$ cat src/rtl/scan_drv_pkg.sv
package scan_drv_pkg;

  // Number of stages in one device's scan chain.
  parameter int unsigned SCAN_STAGES = 64;

  // Depth of the reset release synchroniser.
  parameter int unsigned RST_SYNC_DEPTH = 2;

  typedef enum logic {
    DIR_FWD = 1'b0,
    DIR_REV = 1'b1
  } scan_dir_e;

endpackage

$ cat src/rtl/scan_rst_sync.sv
module scan_rst_sync #(
  parameter int unsigned DEPTH = scan_drv_pkg::RST_SYNC_DEPTH
) (
  input  logic clk,
  input  logic rst_n,
  output logic rst_sync_n
);

  logic [DEPTH-1:0] sync_q;
  logic [DEPTH-1:0] sync_d;

  // A 1 enters at the bottom and ripples up; assertion is immediate.
  always_comb begin
    sync_d = {sync_q[DEPTH-2:0], 1'b1};
  end

  always_ff @(posedge clk or negedge rst_n) begin
    if (!rst_n) begin
      sync_q <= '0;
    end else begin
      sync_q <= sync_d;
    end
  end

  assign rst_sync_n = sync_q[DEPTH-1];

endmodule

$ cat src/rtl/scan_shift_chain.sv
module scan_shift_chain
  import scan_drv_pkg::*;
#(
  parameter int unsigned N = SCAN_STAGES
) (
  input  logic         clk,
  input  logic         rst_n,
  input  logic         ser_in,
  input  scan_dir_e    dir,
  output logic [N-1:0] chain_q,
  output logic         ser_out
);

  logic [N-1:0] chain_d;

  // Each stage picks its forward or reverse neighbour.
  for (genvar i = 0; i < int'(N); i++) begin : g_stage
    logic fwd_src;
    logic rev_src;
    if (i == 0) begin : g_fwd_head
      assign fwd_src = ser_in;
    end else begin : g_fwd_mid
      assign fwd_src = chain_q[i-1];
    end
    if (i == int'(N) - 1) begin : g_rev_head
      assign rev_src = ser_in;
    end else begin : g_rev_mid
      assign rev_src = chain_q[i+1];
    end
    assign chain_d[i] = (dir == DIR_REV) ? rev_src : fwd_src;
  end

  always_ff @(posedge clk or negedge rst_n) begin
    if (!rst_n) begin
      chain_q <= '0;
    end else begin
      chain_q <= chain_d;
    end
  end

  // The far end in the selected direction feeds the next device.
  always_comb begin
    ser_out = (dir == DIR_REV) ? chain_q[0] : chain_q[N-1];
  end

  AST_FWD_SHIFT: assert property (@(posedge clk) disable iff (!rst_n)
    (dir == DIR_FWD) |=> (chain_q == {$past(chain_q[N-2:0]), $past(ser_in)}));

  AST_REV_SHIFT: assert property (@(posedge clk) disable iff (!rst_n)
    (dir == DIR_REV) |=> (chain_q == {$past(ser_in), $past(chain_q[N-1:1])}));

  AST_CASCADE_FWD: assert property (@(posedge clk) disable iff (!rst_n)
    (dir == DIR_FWD) ##1 (dir == DIR_FWD) |-> (ser_out == $past(chain_q[N-2])));

  AST_CASCADE_REV: assert property (@(posedge clk) disable iff (!rst_n)
    (dir == DIR_REV) ##1 (dir == DIR_REV) |-> (ser_out == $past(chain_q[1])));

endmodule

$ cat src/rtl/scan_out_latch.sv
module scan_out_latch #(
  parameter int unsigned N = scan_drv_pkg::SCAN_STAGES
) (
  input  logic         clk,
  input  logic         rst_n,
  input  logic         load_en,
  input  logic [N-1:0] din,
  output logic [N-1:0] lat_q
);

  logic [N-1:0] lat_d;

  // Clock enable written out: hold unless the strobe is high.
  always_comb begin
    lat_d = lat_q;
    if (load_en) begin
      lat_d = din;
    end
  end

  always_ff @(posedge clk or negedge rst_n) begin
    if (!rst_n) begin
      lat_q <= '0;
    end else begin
      lat_q <= lat_d;
    end
  end

  AST_LATCH_LOAD: assert property (@(posedge clk) disable iff (!rst_n)
    load_en |=> (lat_q == $past(din)));

  AST_LATCH_HOLD: assert property (@(posedge clk) disable iff (!rst_n)
    !load_en |=> $stable(lat_q));

endmodule

$ cat src/rtl/scan_out_cond.sv
module scan_out_cond #(
  parameter int unsigned N = scan_drv_pkg::SCAN_STAGES
) (
  input  logic [N-1:0] lat_q,
  input  logic         out_en,
  input  logic         pol_inv,
  output logic [N-1:0] rows
);

  // Per-row conditioning: the idle level equals the polarity bit.
  for (genvar i = 0; i < int'(N); i++) begin : g_row
    assign rows[i] = out_en ? (lat_q[i] ^ pol_inv) : pol_inv;
  end

endmodule

$ cat src/rtl/scan_row_driver.sv
module scan_row_driver
  import scan_drv_pkg::*;
#(
  parameter int unsigned N = SCAN_STAGES
) (
  input  logic         clk,
  input  logic         rst_n,
  input  logic         ser_in,
  input  logic         dir_rev,
  input  logic         strobe,
  input  logic         out_en,
  input  logic         pol_inv,
  output logic [N-1:0] rows,
  output logic         ser_out
);

  logic         rst_sync_n;
  logic [N-1:0] chain_q;
  logic [N-1:0] lat_q;
  scan_dir_e    dir;

  assign dir = scan_dir_e'(dir_rev);

  scan_rst_sync #(.DEPTH(RST_SYNC_DEPTH)) u_rst (
    .clk        (clk),
    .rst_n      (rst_n),
    .rst_sync_n (rst_sync_n)
  );

  scan_shift_chain #(.N(N)) u_chain (
    .clk     (clk),
    .rst_n   (rst_sync_n),
    .ser_in  (ser_in),
    .dir     (dir),
    .chain_q (chain_q),
    .ser_out (ser_out)
  );

  scan_out_latch #(.N(N)) u_latch (
    .clk     (clk),
    .rst_n   (rst_sync_n),
    .load_en (strobe),
    .din     (chain_q),
    .lat_q   (lat_q)
  );

  scan_out_cond #(.N(N)) u_cond (
    .lat_q   (lat_q),
    .out_en  (out_en),
    .pol_inv (pol_inv),
    .rows    (rows)
  );

  AST_BLANK_IDLE: assert property (@(posedge clk) disable iff (!rst_sync_n)
    !out_en |-> (rows == {N{pol_inv}}));

  AST_POLARITY: assert property (@(posedge clk) disable iff (!rst_sync_n)
    out_en |-> ((rows ^ {N{pol_inv}}) == lat_q));

endmodule

$ cat config.mk
export PLATFORM = sky130hd
export DESIGN_NAME = scan_row_driver
export DESIGN_NICKNAME = d
export VERILOG_FILES = /design/src/rtl/scan_drv_pkg.sv /design/src/rtl/scan_rst_sync.sv /design/src/rtl/scan_shift_chain.sv /design/src/rtl/scan_out_latch.sv /design/src/rtl/scan_out_cond.sv /design/src/rtl/scan_row_driver.sv
export SDC_FILE = /design/constraint.sdc
export NUM_CORES = 1
export LEC_CHECK = 0
export ABC_CLOCK_PERIOD_IN_PS = 5600
export CAP_MARGIN = 20
export CORE_UTILIZATION = 58
export CTS_BUF_LIST = sky130_fd_sc_hd__clkbuf_4
export DETAILED_ROUTE_END_ITERATION = 7
export PLACE_DENSITY_LB_ADDON = 0.08
export SYNTH_ARGS = -nofsm -noshare
export SYNTH_HDL_FRONTEND = slang
export SYNTH_SLANG_ARGS = --single-unit
$ cat constraint.sdc
create_clock -name clk -period 5.6 [get_ports clk]
set_input_delay 1.12 -clock clk [delete_from_list [all_inputs] [get_ports clk]]
set_output_delay 1.12 -clock clk [all_outputs]
set_load 0.005 [all_outputs]
Word-level counts from Yosys, hierarchy flattened:

Index checks and enable logic that the tools add are counted.

* logic and storage cells: 196
* register bits: 130

* bitwise logic cells: 64
* multiplexer cells: 129

Operators with widths (number)
* 2-to-1 mux 1 bit: 129
* XOR 1 bit: 64

Logic depth before layout (Yosys ltp):

* depth after elaboration: 2
* depth in mapped cells: 4
* mapped depth without buffers: 2

Hierarchy:

Synthesis repeated with hierarchy kept, for this count alone.

* cell total of the unflattened synthesis: 416
* area total of the unflattened synthesis: 6281.0 um^2

Modules (own cells, without submodules)
* scan_out_latch: area each 2678.8 um^2, cells an instance 135, times used 1
* scan_shift_chain: area each 2593.7 um^2, cells an instance 136, times used 1
* scan_out_cond: area each 954.7 um^2, cells an instance 142, times used 1
* scan_rst_sync: area each 53.8 um^2, cells an instance 3, times used 1

Worst setup path before layout:

No wires, ideal clock.

* path type: input to output
* from: in dir_rev
* to: out ser_out
* required time: 4.480 ns
* stages on the path: 3
* path slack: 2.761 ns
* path buffers: 2
* arrival time: 1.719 ns
* cell sequence: buf_6 > buf_6 > mux2_4

* cells in the longest elaborated chain, start to end: 1

Ends and longest elaborated chain
* start: declaration: line scan_row_driver.sv:9 `input logic dir_rev,`
* 2-to-1 mux 1 bit: line scan_shift_chain.sv:43 `ser_out = (dir == DIR_REV) ? chain_q[0] : chain_q[N-1];`
* end: declaration: line scan_row_driver.sv:14 `output logic ser_out`

Every way passes these cells.

Worst setup path in the final report:

* from: in pol_inv
* to: out rows[5]

* cells in the longest elaborated chain, start to end: 2

Ends and longest elaborated chain
* start: declaration: line scan_row_driver.sv:12 `input logic pol_inv,`
* XOR 1 bit: line scan_out_cond.sv:12 `assign rows[i] = out_en ? (lat_q[i] ^ pol_inv) : pol_inv;`
* 2-to-1 mux 1 bit (*): line scan_out_cond.sv:12
* end: declaration: line scan_row_driver.sv:13 `output logic [N-1:0] rows,`

Every way passes the cells marked *; elsewhere a longest branch is shown, timed or not.

==> impl_metrics.tcl <==
set metrics [dict create \
    port_buffers 71 \
    drt_iter0_drc 94 \
    synth_top_family_by_area "multiplexers" \
    synth_largest_area_cell "dfrtp_1" \
    dp.final_hpwl_um 5578 \
    synth_mux_area_frac 0.2756 \
    grt_pass1_vias 3115 \
    outcome "completed" \
    synth_edf_count 0 \
    worst_setup_path_start_kind "primary input" \
    hold_buffers 0 \
    routabilityCongestion 0.7148 \
    placedCellCount 595 \
    hold_violations 0 \
    start_util 0.6034 \
    drv_slew 0 \
    vias 3182 \
    wl_per_cell_um 14.70 \
    clkPwrFrac 0.286 \
    arrival_ns 2.66 \
    switching_share 0.2496 \
    instances_no_fill 627 \
    grt_max_degree 66 \
    min_path_type "flip-flop to flip-flop" \
    netlist_area_um2 5952 \
    fin_crit_ns 3.780 \
    core_area_um2 9864 \
    num_rows 36 \
    max_freq_mhz 264.6 \
    drc 0 \
    synth_simple_gate_area_frac 0.04036 \
    synth_nets 423 \
    cellPowerDensity_nw_per_um2 316.4 \
    place_ws_ns 1.495 \
    diodes 0 \
    yosysSeqAreaShare 0.5466 \
    synth_common_cells "130 x dfrtp_1, 79 x mux2_2, 64 x nand2_1, 64 x xnor2_1, 50 x mux2_4" \
    setup_viol 0 \
    cellInternalPower_uw 1635 \
    ys_top_cells_by_area "dfrtp_1 55%, mux2_2 15%, mux2_4 13%, xnor2_1 9.4%, nand2_1 4.0%" \
    dieArea_um2 10670 \
    synth_adder_area_share 0 \
    postCtsSetupRepairBufs 0 \
    p_comb_frac 0.186 \
    path_clk_slew_ns 0.11 \
    synthCells 416 \
    synth-compound-area-share 0 \
    synth_xor_area_frac 0.09418 \
    post-route-period-util 0.6750 \
    ys_async_sr_fraction 1.000 \
    seqPwrFrac 0.529 \
    slew-limit-headroom 0.3134 \
    post_cts_resize_count 0 \
    drt_pass1_iterations 4 \
    max_cap_violations 0 \
    tightest_slew_ns 1.030 \
    num_io_pins 72 \
    synthFlopType "dfrtp_1" \
    tns_ns 0 \
    synth_seq_cells 130 \
    worstPathRequired_ns 4.48 \
    ant_nets 0 \
    routed_via_density 5.075 \
    cts_made_buffers 17 \
    totalPowerFinal_uw 2179 \
    grt_pass1_wl_um 15500 \
    clkLatencyLatePin_ns 0.50 \
    cts_tree "yes" \
    p_leak_uw 0.003237 \
    synth.avg_cell_area_um2 14.31 \
    cts_root_buffer "clkbuf_4" \
    area_delta_synth_final_pct 15.68 \
    die_h_um 103.3 \
    fin_worst_skew_ns 0.01172 \
    ff_latch_area_um2 3257 \
    cts.sinks 130 \
    cts_buffer_depth 2 \
    drt-total-wl_um 9215 \
    nNetsFinal 489 \
    antenna_found_initial 0 \
    worstSetupPathType "primary input to primary output" \
    synth_cell_type_count 10 \
    rsz0062_at_grt "false" \
    grt_usage 0.1951 \
    cp-end-kind "primary output" \
    multi_input_comb_area_um2 2445 \
    synth.top_cell.area_share 0.5466 \
    vdd_drop_max_v 0.0001642 \
    ys_warn_count 0 \
    fillers 718 \
    p_sw_uw 543.8 \
    cp_max_fo 64 \
    fp.dieW_um 103.3 \
    htree_levels 4 \
    postLayoutSetupSlackWorst_ns 1.820 \
    drive_above_1_share 0.3360 \
    grt_overflow 0 \
    synth_most_common_cell "dfrtp_1" \
]
==> logic make-up (layout without fill, tap and decap cells) <==
kind of cell	Yosys count	after routing
flip-flops	130	130
multiplexers	129	129
XOR/XNOR	64	64
AND/OR/NAND/NOR	64	64
buffers and inverters	28	106
other	1	1
==> worst max-delay path: stages <==
cell and delay (ns):
buf_4 0.72, xnor2_1 0.21, clkdlybuf4s50_1 0.54
==> layout by cell type (no fill, tap or decap), drive strengths merged <==
master | netlist | final
clkinv | 0 | 7
clkdlybuf4s50 | 0 | 67
xnor2 | 64 | 64
clkbuf | 6 | 18
conb | 1 | 1
clkinvlp | 0 | 3
bufinv | 0 | 3
nand2 | 64 | 64
dfrtp | 130 | 130
buf | 22 | 8
mux2 | 129 | 129
==> power by group through the flow <==
stage	clock, uW	combinational (uW)	sequential [uW]
finish	622	404	1150
CTS	638	409	1160
global route	682	440	1170
global placement	0	400	1170
floorplan	0	271	1140
detailed placement	0	406	1170
==> state kept, by name, summed over array words and instances (netlist names) <==
signal	cells
u_chain.chain_q	64
u_latch.lat_q	64
u_rst.sync_q	2
==> through the flow <==
step	util	instance area (um2)	hold slack [ns]
finish	0.6980	6885	0.3745
global route	0.6980	6885	0.3838
CTS	0.6960	6865	0.3821
detailed placement	0.6677	6586	0.3463
global placement	0.6677	6586	0.3433
floorplan	-	5952	0.3312
==> final timing paths <==
| check | slack, ns | cells past startpoint | to | startpoint |
|---|---|---|---|---|
| hold / removal | 0.37 | 0 | u_rst.sync_q[1]$_DFF_PN0_ | u_rst.sync_q[0]$_DFF_PN0_ |
| max in group asynchronous | 3.88 | 1 | u_chain.chain_q[40]$_DFF_PN0_ | u_rst.sync_q[1]$_DFF_PN0_ |
| setup / recovery | 1.82 | 3 | rows[5] | pol_inv |
| hold reg to reg | 0.37 | 0 | u_rst.sync_q[1]$_DFF_PN0_ | u_rst.sync_q[0]$_DFF_PN0_ |
| min in group asynchronous | 0.43 | 0 | u_latch.lat_q[41]$_DFFE_PN0P_ | u_rst.sync_q[1]$_DFF_PN0_ |
| setup reg to reg | 3.88 | 1 | u_chain.chain_q[40]$_DFF_PN0_ | u_rst.sync_q[1]$_DFF_PN0_ |
==> layer usage <==
layer | up-vias | part of all wire | wire length, um | track usage
met2 | 54 | 0.48 | 4434 | 0.2923
met5 | - | 0 | 0 | 0
li1 | 1515 | - | - | -
met4 | 0 | 0.0087 | 80 | 0.07151
met1 | 1605 | 0.48 | 4417 | 0.2745
met3 | 8 | 0.030 | 281 | 0.05376
==> cell type report <==
type,count,area share
sequential,130,0.4730
clock buffer,18,0.01963
tap,133,0.02417
timing repair buffer,75,0.1072
multi-input combinational,258,0.3551
clock inverter,13,0.02090
(Power assumes the default switching activity.)
